--- config.mk ---
export PLATFORM = sky130hd
export DESIGN_NAME = lpg_ctrl
export DESIGN_NICKNAME = d
export VERILOG_FILES = /design/src/rtl/lpg_pkg.sv /design/src/rtl/lpg_win_timer.sv /design/src/rtl/lpg_util_cnt.sv /design/src/rtl/lpg_off_timer.sv /design/src/rtl/lpg_ctrl.sv
export SDC_FILE = /design/constraint.sdc
export NUM_CORES = 1
export LEC_CHECK = 0
export BUFFER_PORTS_ARGS = -buffer_cell sky130_fd_sc_hd__buf_2
export CORE_UTILIZATION = 59
export CTS_BUF_LIST = sky130_fd_sc_hd__clkbuf_16
export DETAILED_ROUTE_END_ITERATION = 8
export GPL_TIMING_DRIVEN = 0
export PLACE_DENSITY = 0.86
export SYNTH_ARGS = -nofsm -noshare
export SYNTH_HDL_FRONTEND = slang
export SYNTH_SLANG_ARGS = --single-unit
--- constraint.sdc ---
create_clock -name clk -period 4.3 [get_ports clk]
set_input_delay 0 -clock clk [delete_from_list [all_inputs] [get_ports clk]]
set_output_delay 0 -clock clk [all_outputs]
set_load 0.005 [all_outputs]
--- src/rtl/lpg_pkg.sv ---
// Shared types for the link power gating controller.
// Assumes nothing beyond standard SystemVerilog packages.
package lpg_pkg;

    // Controller phase: link up and observing, or link gated off.
    typedef enum logic {
        PH_OBSERVE = 1'b0,
        PH_GATED   = 1'b1
    } lpg_phase_e;

endpackage : lpg_pkg

--- src/rtl/lpg_win_timer.sv ---
// Observation window timer.
// Counts cycles while 'run' is high and flags the last cycle of each window.
// Assumes: a win_len of 0 is handled as a one-cycle window; a window length
// lowered mid-window ends the current window at the next evaluation.
module lpg_win_timer #(
    parameter int CNT_W = 16
) (
    input  logic             clk,
    input  logic             rst_n,
    input  logic             run,
    input  logic [CNT_W-1:0] win_len,
    output logic             last
);

    logic [CNT_W-1:0] pos_q;
    logic [CNT_W-1:0] last_pos;

    // Index of the final cycle in a window, with zero length mapped to one.
    always_comb begin
        last_pos = (win_len == '0) ? '0 : win_len - 1'b1;
    end

    // Flag the final window cycle only while observing.
    always_comb begin
        last = run && (pos_q >= last_pos);
    end

    // Advance the position, wrap at the window end, clear when not running.
    always_ff @(posedge clk) begin
        if (!rst_n || !run) begin
            pos_q <= '0;
        end else if (last) begin
            pos_q <= '0;
        end else begin
            pos_q <= pos_q + 1'b1;
        end
    end

endmodule : lpg_win_timer

--- src/rtl/lpg_util_cnt.sv ---
// Link utilization counter.
// Counts cycles with a valid flit and saturates at the window length.
// 'total' gives the count including the current cycle, for the decision.
// Assumes: 'clr' is raised on the last window cycle and while gated.
module lpg_util_cnt #(
    parameter int CNT_W = 16
) (
    input  logic             clk,
    input  logic             rst_n,
    input  logic             clr,
    input  logic             inc,
    input  logic [CNT_W-1:0] win_len,
    output logic [CNT_W-1:0] total
);

    logic [CNT_W-1:0] cnt_q;
    logic [CNT_W-1:0] cap;

    // Saturation ceiling, never below one.
    always_comb begin
        cap = (win_len == '0) ? CNT_W'(1) : win_len;
    end

    // Count including this cycle's flit, held at the ceiling.
    always_comb begin
        if (inc && (cnt_q < cap)) begin
            total = cnt_q + 1'b1;
        end else begin
            total = cnt_q;
        end
    end

    // Store the running count or clear it for a new window.
    always_ff @(posedge clk) begin
        if (!rst_n || clr) begin
            cnt_q <= '0;
        end else begin
            cnt_q <= total;
        end
    end

endmodule : lpg_util_cnt

--- src/rtl/lpg_off_timer.sv ---
// Gated-interval timer.
// Loaded on the gating decision, expires after the programmed off time.
// Assumes: an off length of 0 is handled as one cycle.
module lpg_off_timer #(
    parameter int OFF_W = 16
) (
    input  logic             clk,
    input  logic             rst_n,
    input  logic             load,
    input  logic             active,
    input  logic [OFF_W-1:0] off_len,
    output logic             expire
);

    logic [OFF_W-1:0] left_q;

    // Expiry on the final gated cycle.
    always_comb begin
        expire = active && (left_q == '0);
    end

    // Load remaining cycles minus one, then count down while gated.
    always_ff @(posedge clk) begin
        if (!rst_n) begin
            left_q <= '0;
        end else if (load) begin
            left_q <= (off_len == '0) ? '0 : off_len - 1'b1;
        end else if (active && (left_q != '0)) begin
            left_q <= left_q - 1'b1;
        end
    end

endmodule : lpg_off_timer

--- src/rtl/lpg_ctrl.sv ---
// Threshold-based link power gating controller (top).
// Observes link utilization per window, gates the link off when the count
// is below a non-zero threshold, and re-enables it after a fixed off time.
// Assumes: thresh, win_len and off_len are quasi-static; rst_n synchronous.
module lpg_ctrl #(
    parameter int CNT_W = 16,
    parameter int OFF_W = 16
) (
    input  logic             clk,
    input  logic             rst_n,
    input  logic             flit_vld,
    input  logic [CNT_W-1:0] thresh,
    input  logic [CNT_W-1:0] win_len,
    input  logic [OFF_W-1:0] off_len,
    output logic             link_en,
    output logic             win_done
);
    import lpg_pkg::*;

    lpg_phase_e       phase_q;
    logic             observing;
    logic             win_last;
    logic [CNT_W-1:0] util_total;
    logic             gate_now;
    logic             off_expire;

    // Observation runs only while the link is up.
    always_comb begin
        observing = (phase_q == PH_OBSERVE);
    end

    lpg_win_timer #(.CNT_W(CNT_W)) u_win (
        .clk     (clk),
        .rst_n   (rst_n),
        .run     (observing),
        .win_len (win_len),
        .last    (win_last)
    );

    lpg_util_cnt #(.CNT_W(CNT_W)) u_util (
        .clk     (clk),
        .rst_n   (rst_n),
        .clr     (win_last || !observing),
        .inc     (flit_vld && observing),
        .win_len (win_len),
        .total   (util_total)
    );

    // Gating decision at a window end against a non-zero threshold.
    always_comb begin
        gate_now = win_last && (thresh != '0) && (util_total < thresh);
    end

    lpg_off_timer #(.OFF_W(OFF_W)) u_off (
        .clk     (clk),
        .rst_n   (rst_n),
        .load    (gate_now),
        .active  (!observing),
        .off_len (off_len),
        .expire  (off_expire)
    );

    // Phase register with registered link enable and window status pulse.
    always_ff @(posedge clk) begin
        if (!rst_n) begin
            phase_q  <= PH_OBSERVE;
            link_en  <= 1'b1;
            win_done <= 1'b0;
        end else begin
            win_done <= win_last;
            case (phase_q)
                PH_OBSERVE: begin
                    if (gate_now) begin
                        phase_q <= PH_GATED;
                        link_en <= 1'b0;
                    end
                end
                PH_GATED: begin
                    if (off_expire) begin
                        phase_q <= PH_OBSERVE;
                        link_en <= 1'b1;
                    end
                end
                default: begin
                    phase_q <= PH_OBSERVE;
                    link_en <= 1'b1;
                end
            endcase
        end
    end

endmodule : lpg_ctrl

After elaboration in Yosys (flattened, before gate mapping) --
Index checks and enable logic that the tools add are counted.
Word-level totals: flip-flop bits (word level) 51, bits in latches 0, bits in writable memories 0, ROM bits 0, bits of input ports 51, word-level logic and storage cells 48, memories 0
Operators by class: $add $sub $neg 5, multiply operators 0, div/mod/pow operators 0, magnitude comparators 3, equality and inequality tests 2, shifts and indexed selects 0, mux-type cells 12, bitwise operators 1, reductions and logical operators 19
Operators with widths (count):
- two-way mux 16 bit | 6
- logical NOT 16 bit | 3
- subtractor 16 x 1 -> 16 bit (second input constant) | 3
- adder 16 x 1 -> 16 bit (second input constant) | 2
- < comparator 16 bit | 2
- nonzero test 16 bit | 2
- >= comparator 16 bit | 1
- logical AND 1 bit | 7
- two-way mux 1 bit | 4
- inequality test 2 x 1 -> 1 bit (second input constant) | 2
- case mux 1 bit (2 select lines) | 2
- logical OR 1 bit | 3
- AND reduction 2 bit | 1
- nonzero test 2 bit | 1
- OR reduction 2 bit | 1
- logical NOT 1 bit | 1
- NOT 1 bit | 1

Logic depth before layout (Yosys ltp) --
Gate-level depths: netlist (run 1).
depth in word-level cells 9, gate-level depth with buffers 25, depth with buffers taken out 22

By module --
A second synthesis (run 1) with hierarchy kept.
Second synthesis, totals: cells, all modules 588, area total of the unflattened synthesis 4702.0 um^2
Modules (own cells, without submodules):
- lpg_win_timer | instances 1, cells each 181, area each 1466.4 um^2
- lpg_util_cnt | instances 1, cells each 171, area each 1365.1 um^2
- lpg_off_timer | instances 1, cells each 167, area each 1300.0 um^2
- lpg_ctrl | instances 1, cells each 69, area each 570.5 um^2

Worst setup path after synthesis (run 1) --
Ideal clock, no wire load.
path kind register to register, start point reg u_util.cnt_q[13], end point reg u_off.left_q[9], arrival 3.888 ns, slack 0.341 ns, stages on the path, launching flop included 16, path buffers 3, clock period less this slack 3.959 ns, cell sequence dfxtp_1 > ha_1 > a21o_1 > a21o_1 > a2111oi_1 > and4_1 > buf_2 > mux2_2 > ha_1 > or3b_2 > o21a_1 > o21a_1 > a211oi_1 > buf_2 > buf_4 > mux2i_1
Between the ends: word-level cells in the longest chain between the ends 6, elaborated cells between the ends (all ways) 8, classes of those cells 1 x add/sub; 2 x order compare; 2 x mux; 3 x reduce/logical
RTL lines:
- start: declaration | line lpg_util_cnt.sv:16 | logic [CNT_W-1:0] cnt_q;
- start signal: assignment | line lpg_util_cnt.sv:38 | cnt_q <= total;
- < comparator 16 bit * | line lpg_util_cnt.sv:26 | if (inc && (cnt_q < cap)) begin
- logical AND 1 bit * | line lpg_util_cnt.sv:26
- two-way mux 16 bit * | line lpg_util_cnt.sv:26
- net u_util.total[1] | line lpg_util_cnt.sv:13 | output logic [CNT_W-1:0] total
- < comparator 16 bit * | line lpg_ctrl.sv:51 | gate_now = win_last && (thresh != '0) && (util_total < thresh);
- logical AND 1 bit * | line lpg_ctrl.sv:51
- two-way mux 16 bit / nonzero test 2 bit (equally long branches)
- end signal: assignment | line lpg_off_timer.sv:27 | left_q <= (off_len == '0) ? '0 : off_len - 1'b1;
- end signal: assignment | line lpg_off_timer.sv:29 | left_q <= left_q - 1'b1;
- end: declaration | line lpg_off_timer.sv:15 | logic [OFF_W-1:0] left_q;
Mark *: on every way through the listed nets, which the timed path passes. The rest lies on a longest branch. A chain may end at the register's enable or synchronous reset.

Worst setup path after layout (run 1) --
start point reg u_util.cnt_q[13], end point reg phase_q
Between the ends: word-level cells in the longest chain between the ends 7, elaborated cells between the ends (all ways) 8, classes of those cells 1 x add/sub; 2 x order compare; 3 x mux; 2 x reduce/logical
RTL lines:
- < comparator 16 bit | line lpg_util_cnt.sv:26
- logical AND 1 bit | line lpg_util_cnt.sv:26
- two-way mux 16 bit * | line lpg_util_cnt.sv:26
- net u_util.total[14] | line lpg_util_cnt.sv:13
- < comparator 16 bit * | line lpg_ctrl.sv:51
- logical AND 1 bit * | line lpg_ctrl.sv:51
- two-way mux 1 bit * | line lpg_ctrl.sv:73 | if (gate_now) begin
- case mux 1 bit (2 select lines) * | line lpg_ctrl.sv:71 | case (phase_q)
- end signal: assignment | line lpg_ctrl.sv:74 | phase_q <= PH_GATED;
- end signal: assignment | line lpg_ctrl.sv:80 | phase_q <= PH_OBSERVE;
- end signal: assignment | line lpg_ctrl.sv:85 | phase_q <= PH_OBSERVE;
- end: declaration | line lpg_ctrl.sv:20 | lpg_phase_e phase_q;
Marks and branches as above.

==> flow_summary.rst, run 1 <==
.. list-table::
   :header-rows: 1

   * - Metric
     - Value
   * - Clock share of power
     - 39.3%
   * - Internal Dissipation
     - 767 uW
   * - Clock Root Buffer
     - clkbuf_16
   * - Peak supply drop
     - 0.000147 V
   * - Y dimension of the die
     - 87.0 microns
   * - Gp weighted congestion
     - 0.910
   * - Post-Route Skew
     - 5.18 ps
   * - Total Die Area
     - 0.00756 sq mm
   * - Effective utilization at floorplan
     - 62.0%
   * - Seq/Total Area, Yosys
     - 24.0%
   * - Number of flops mapped to enable cells by yosys
     - 0
   * - Number of levels the H-tree was split into
     - 2
   * - Length of the first detailed-routing pass in iterations
     - 5
   * - Area taken by flip-flops and latches
     - 0.00102 sq mm
   * - Cell type with the highest aggregate area in the netlist
     - dfxtp_1
   * - Normalized max-slew margin
     - 63.0%
   * - Number of clock sinks
     - 51
   * - Final std cells w/o fill
     - 701
   * - Most common cell in the synthesized netlist
     - nand2_1
   * - Number of antenna diodes
     - 0
   * - Switching power as a share of total power
     - 27.1%
   * - DP HPWL
     - 8.21 mm
   * - Post-layout minimum cycle time
     - 4120 ps
   * - Power density normalized to cell area
     - 213 mW/mm^2
   * - Sequential group share of total power
     - 45.9%
   * - Most used standard cells in the synthesized netlist
     - nand2_1, dfxtp_1, ha_1
   * - Total area of multi-input combinational cells
     - 0.00305 sq mm
   * - Post-Syn Instances
     - 537
   * - Pleak
     - 0.00231 uW
   * - Later-pin clock latency in the skew report
     - 290 ps
   * - Number of violations of the max-capacitance limit
     - 0
   * - Predominant post-synthesis flop cell
     - dfxtp_1
   * - Number of placement rows
     - 30
   * - Final cycle utilization of the critical path
     - 95.8%
   * - Final slew viol count
     - 0
   * - Share of post-route cells with drive strength above 1
     - 15.4%
   * - Worst endpoint required time
     - 4490 ps
   * - Largest net degree at the start of global routing
     - 19
   * - Cells after DPL
     - 685
   * - Antenna Violating Nets Remaining
     - 0
   * - Core footprint
     - 0.00687 sq mm
   * - Maximum frequency from static timing analysis
     - 243 MHz
   * - Seq cells post-synth
     - 51
   * - Number of global-route vias before repair
     - 3885
   * - Filler cell count in the final layout
     - 539
   * - CP Data Arrival Time
     - 4310 ps
   * - GR Util All Layers
     - 28.2%
   * - Yosys warnings
     - 0
   * - Number of design rule violations left after detail routing
     - 0
   * - CTS tree
     - done
   * - Net switching power
     - 285 uW
   * - Detailed-route wire length
     - 10.4 mm
   * - Width of the die
     - 87.0 microns
   * - Via total after detailed routing
     - 4075
   * - Comb pwr share
     - 14.9%
   * - Power, Total
     - 1050 uW
   * - Number of vias per cell
     - 5.81
   * - Routed wirelength normalized by instance count
     - 14.8 microns
   * - I/O pin count
     - 53
   * - CTS Buf Count
     - 5
   * - Worst setup SP type
     - register
   * - Worst hold slack after final layout
     - 29.5 ps
   * - Antenna violations before repair
     - 0
   * - Post-synthesis to final-layout area growth
     - 15.8%
   * - Setup Viol. Count Final
     - 0
   * - Number of input and output port buffers inserted
     - 52
   * - Netlist Area Pre-Place
     - 0.00426 sq mm
   * - Slew at the pin closest to its max-slew limit
     - 555 ps
   * - Share of the synthesized area in the top cell type
     - 24.0%
   * - Syn Nets
     - 639
   * - Class of the tightest hold or removal check
     - in -> reg
   * - Wire length of the first global-routing pass
     - 17.1 mm
   * - Synth area leaders
     - dfxtp_1, ha_1, xnor2_1
   * - Number of DRC markers after the initial detailed-route iteration
     - 174
   * - Async set or reset register ratio after synthesis
     - 0%
   * - Final number of hold-violating endpoints
     - 0
   * - Gr ovfl total
     - 0
   * - Clock slew seen by the registers of the worst setup and hold paths
     - 70 ps
   * - Per-instance average area after synthesis
     - 7.93 sq um
   * - Worst Path Class, Setup
     - reg -> reg
   * - Endpoint kind of the worst setup timing path
     - register
   * - Netlist cell types
     - 50
   * - Result of the run
     - finished clean
   * - Critical-path maximum fanout
     - 10
   * - Final cell utilization of the core
     - 71.7%
   * - Maximum clock path buffer count
     - 2
   * - Net count reported at finish
     - 706
flip-flops by register name, summed over array words and instances, names as in the netlist:
| register | count |
|---|---|
| win_done | 1 |
| u_util.cnt_q | 16 |
| link_en | 1 |
| phase_q | 1 |
| u_off.left_q | 16 |
| u_win.pos_q | 16 |
timing repair:
| action | CTS | global route |
|---|---|---|
| setup endpoints to repair | 18 | 18 |
| buffers inserted | 0 | 8 |
| gates resized for setup | 6 | 12 |
| endpoints found under the hold margin | 0 | 0 |
| pin swaps | 0 | 5 |
| hold buffers | 0 | 0 |
kinds of logic (layout without fill, tap and decap cells):
family | Yosys count | after routing | synth area share (%)
and+or+nand+nor | 229 | 229 | 27.8
AOI/OAI and AO/OA | 69 | 69 | 10.8
xor gates and xnor gates | 59 | 59 | 12.1
buffers and inverters | 59 | 127 | 5.76
adders and majority gates | 51 | 51 | 15.0
DFF | 51 | 51 | 24.0
muxes | 19 | 19 | 4.53
critical path, cell delays in order (launching register included):
cell	delay [ps]
dfxtp_1	340
ha_1	320
a21o_1	160
a21o_1	200
a2111oi_4	350
and4_1	230
buf_4	140
clkbuf_4	200
nand4_1	130
xnor2_1	370
ha_1	200
nand4_1	170
nor4_2	330
o21a_1	170
o21a_1	110
a211oi_1	70
buf_4	200
buf_12	150
o21a_1	170
layout by cell type, fill, tap and decap left out, types with 4 or more instances in the layout:
| cell type | instances |
|---|---|
| nand2_1 | 59 |
| buf_2 | 53 |
| ha_1 | 51 |
| dfxtp_1 | 50 |
| inv_1 | 43 |
| nor2_1 | 41 |
| xnor2_1 | 36 |
| xor2_1 | 23 |
| nand4_1 | 21 |
| nand3_1 | 18 |
| mux2i_1 | 17 |
| nor3_1 | 16 |
| nor2b_1 | 16 |
| a21oi_1 | 15 |
| nor4_1 | 14 |
| o21ai_0 | 13 |
| a21o_1 | 10 |
| buf_4 | 10 |
| clkbuf_1 | 9 |
| nand2b_1 | 8 |
| or3_1 | 6 |
| and3_1 | 6 |
| o21a_1 | 6 |
| clkbuf_16 | 5 |
| or4_1 | 4 |
through the flow:
step                      instance area [sq um]  setup TNS, ps  setup slack [ps]
after floorplan                            4260              0               341
after global placement                     4640          -3610              -324
after detailed placement                   4640          -5860              -462
after CTS                                  4830              0              7.59
after global routing                       4930          -13.3             -7.24
final                                      4930              0               181
power by group through the flow:
stage | logic [uW] | clock network [uW] | registers (uW)
3_3_place_gp | 142 | 0 | 493
4_1_cts | 153 | 417 | 482
6_report | 157 | 413 | 482
3_5_place_dp | 151 | 0 | 493
2_1_floorplan | 90.0 | 0 | 492
5_1_grt | 176 | 438 | 483
final cells by class:
type                            count  area share [%]
Clock buffer                        5            2.54
Buffer                             16            2.11
Clock inverter                      3           0.584
Inverter                           43            3.27
Sequential cell                    51            20.7
Tap cell                           96            2.44
Multi-Input combinational cell    427            61.8
Timing Repair Buffer               60            6.50
metal layers:
metal	share of wire [%]	up-vias	GRT usage (%)
met5	0	-	0
met4	1.2	0	6.06
met3	4.1	15	3.32
met2	50	117	52.8
met1	45	1910	34.4
li1	-	2033	-
final timing paths:
path	cells after the start	from	slack, ps	end
min reg2reg	1	u_win.pos_q[0]$_SDFF_PP0_	490	u_win.pos_q[0]$_SDFF_PP0_
max	18	u_util.cnt_q[13]$_SDFF_PP0_	180	phase_q$_SDFF_PN0_
max reg2reg	18	u_util.cnt_q[13]$_SDFF_PP0_	180	phase_q$_SDFF_PN0_
min	3	rst_n	30	u_off.left_q[14]$_SDFFE_PN0P_
No activity file was read; power rests on OpenSTA's default activity.
==> run 2, diff against run 1 <==
--- a/config.mk
+++ b/config.mk
@@ -6,6 +6,8 @@
 export NUM_CORES = 1
 export LEC_CHECK = 0
 export BUFFER_PORTS_ARGS = -buffer_cell sky130_fd_sc_hd__buf_2
+export CORE_ASPECT_RATIO = 0.75
+export CORE_MARGIN = 2
 export CORE_UTILIZATION = 59
 export CTS_BUF_LIST = sky130_fd_sc_hd__clkbuf_16
 export DETAILED_ROUTE_END_ITERATION = 8
==> run 2 against run 1 <==
Maximum frequency up 1.1%. Largest cell class unchanged. Critical endpoint unchanged. Highest routed layer unchanged. Register-to-register slack better by 40 ps. Non-clock buffer count fell by 3.
==> flow_summary.rst, run 2 (synthesized netlist as in run 1, its figures left out) <==
.. list-table::
   :header-rows: 1

   * - Metric
     - Value
   * - Clock share of power
     - 40.5% (+1.2 points)
   * - Net count reported at finish
     - 703 (-0.42%)
   * - Commonest non-fill, non-tap cells in the layout
     - nand2_1, buf_2, ha_1
   * - Later-pin clock latency in the skew report
     - 290 ps (about the same)
   * - Number of violations of the max-capacitance limit
     - 0 (unchanged)
   * - Net switching power
     - 268 uW (-5.9%)
   * - Gp weighted congestion
     - 0.945 (+3.8%)
   * - Crit path setup slack, layout
     - 225 ps (+43.7 ps)
   * - Wire length of the first global-routing pass
     - 17.9 mm (+4.5%)
   * - Core footprint
     - 0.00690 sq mm (+0.40%)
   * - Dpl ws
     - -517 ps (-55.5 ps)
   * - Endpoint kind of the worst setup timing path
     - register
   * - Maximum clock path buffer count
     - 2 (unchanged)
   * - Final number of hold-violating endpoints
     - 0 (unchanged)
   * - Largest net degree at the start of global routing
     - 15 (-4)
   * - Number of placement rows
     - 26 (-13%)
   * - Total Die Area
     - 0.00792 sq mm (+4.7%)
   * - Worst Path Class, Setup
     - reg -> reg
   * - Pleak
     - 0.00230 uW (-0.69%)
   * - Clock slew seen by the registers of the worst setup and hold paths
     - 60 ps (about the same)
   * - Effective utilization at floorplan
     - 61.7% (-0.25 points)
   * - Most frequent standard cell in the layout excluding fill and tap cells
     - nand2_1
   * - Filler cell count in the final layout
     - 568 (+5.4%)
   * - Antenna violations before repair
     - 0 (unchanged)
   * - Clock Root Buffer
     - clkbuf_16
   * - Sequential group share of total power
     - 44.6% (-1.3 points)
   * - Comb pwr share
     - 15.0% (about the same)
   * - Worst hold slack after final layout
     - 21.1 ps (-8.46 ps)
   * - Number of clock sinks
     - 51 (unchanged)
   * - Width of the die
     - 102 microns (+17%)
   * - Post-layout minimum cycle time
     - 4070 ps (-43.7 ps)
   * - Antenna Violating Nets Remaining
     - 0 (unchanged)
   * - Critical-path maximum fanout
     - 10 (unchanged)
   * - Post-synthesis to final-layout area growth
     - 15.3%
   * - Gr ovfl total
     - 0 (unchanged)
   * - Final cell utilization of the core
     - 71.2% (-0.56 points)
   * - Maximum frequency from static timing analysis
     - 245 MHz (+1.1%)
   * - Slew at the pin closest to its max-slew limit
     - 756 ps (+200 ps)
   * - Number of design rule violations left after detail routing
     - 0 (unchanged)
   * - Y dimension of the die
     - 77.6 microns (-11%)
   * - Top Registers
     - u_off.left_q x16, u_util.cnt_q x16, u_win.pos_q x16
   * - Setup Viol. Count Final
     - 0 (unchanged)
   * - Switching power as a share of total power
     - 24.8% (-2.3 points)
   * - Internal Dissipation
     - 814 uW (+6.3%)
   * - Total area of multi-input combinational cells
     - 0.00305 sq mm (+0.25%)
   * - Number of antenna diodes
     - 0 (unchanged)
   * - CP Data Arrival Time
     - 4260 ps (-50 ps)
   * - Number of levels the H-tree was split into
     - 2 (unchanged)
   * - GR Util All Layers
     - 28.1% (-0.12 points)
   * - Detailed-route wire length
     - 10.9 mm (+5.2%)
   * - Number of global-route vias before repair
     - 3894 (+0.23%)
   * - Length of the first detailed-routing pass in iterations
     - 5 (unchanged)
   * - Number of vias per cell
     - 5.86 (+0.78%)
   * - Power density normalized to cell area
     - 220 mW/mm^2 (+3.4%)
   * - DP HPWL
     - 8.38 mm (+2.2%)
   * - Post-Route Skew
     - 4.66 ps (-0.514 ps)
   * - I/O pin count
     - 53 (unchanged)
   * - Class of the tightest hold or removal check
     - in -> reg
   * - Number of input and output port buffers inserted
     - 52 (unchanged)
   * - Final cycle utilization of the critical path
     - 94.8% (-1.0 points)
   * - CTS Buf Count
     - 5 (unchanged)
   * - Normalized max-slew margin
     - 49.2% (-14 points)
   * - Number of DRC markers after the initial detailed-route iteration
     - 234 (+34%)
   * - Area taken by flip-flops and latches
     - 0.00102 sq mm (unchanged)
   * - Worst endpoint required time
     - 4490 ps (about the same)
   * - Routed wirelength normalized by instance count
     - 15.6 microns (+5.5%)
   * - Via total after detailed routing
     - 4095 (+0.49%)
   * - Share of post-route cells with drive strength above 1
     - 14.8% (-0.56 points)
   * - Result of the run
     - finished clean
   * - CTS tree
     - done
   * - Worst setup SP type
     - register
   * - Peak supply drop
     - 0.000167 V (+14%)
   * - Final slew viol count
     - 0 (unchanged)
run 2: area by class of cell:
type,instances,area share (%)
buffer,16,1.89
clock buffer,5,2.55
clock inverter,2,0.688
tap,98,2.50
timing repair buffer,57,6.07
inverter,43,3.29
sequential,51,20.8
multi-input combinational,427,62.2
run 2: worst paths after layout:
check | to | cells past startpoint | slack (ps) | start
worst min-delay path | u_off.left_q[7]$_SDFFE_PN0P_ | 4 | 20 | off_len[7]
worst min register to register | u_win.pos_q[0]$_SDFF_PP0_ | 1 | 480 | u_win.pos_q[0]$_SDFF_PP0_
worst max register to register | phase_q$_SDFF_PN0_ | 19 | 230 | u_util.cnt_q[13]$_SDFF_PP0_
worst max-delay path | phase_q$_SDFF_PN0_ | 19 | 230 | u_util.cnt_q[13]$_SDFF_PP0_
run 2: power groups by stage:
stage | sequential, uW | combinational, uW | clock, uW
2_1_floorplan | 492 | 90.0 | 0
5_1_grt | 483 | 181 | 471
6_report | 483 | 162 | 438
4_1_cts | 482 | 155 | 447
3_3_place_gp | 492 | 144 | 0
3_5_place_dp | 493 | 152 | 0
run 2: timing repair:
action	4_1_cts	5_1_grt
cloned	0	0
gates resized for setup	5	12
endpoints found under the setup margin	18	18
buffers inserted	1	4
hold buffers	0	0
endpoints found under the hold margin	0	0
pin swaps	0	3
run 2: worst max-delay path, cell delays in order, from the launching register on:
cell and delay, ps:
dfxtp_2 340, ha_1 320, a21o_1 180, a21o_1 200, a2111oi_4 350, and4_1 220, buf_2 170, clkbuf_4 230
nand2_1 80, xnor2_1 160, ha_1 320, nand4_1 130, buf_4 160, nor4_2 250, o21a_1 160, o21a_1 120
a211oi_2 60, buf_4 160, buf_6 140, o21a_1 180
run 2: metrics by stage:
stage | instances | power [uW] | area, sq um | TNS [ps]
final | 699 | 1080 | 4910 | 0
after global routing | 699 | 1130 | 4910 | -176
after CTS | 695 | 1080 | 4840 | 0
after detailed placement | 687 | 645 | 4640 | -7030
after global placement | 687 | 637 | 4640 | -7810
after floorplan | 537 | 582 | 4260 | 0
run 2: layer usage:
layer | GRT usage, % | up-vias | part of all wire (%)
met5 | 0 | - | 0
met4 | 7.20 | 0 | 1.4
met3 | 5.68 | 14 | 6.9
met2 | 46.4 | 147 | 47
met1 | 37.4 | 1925 | 45
li1 | - | 2009 | -
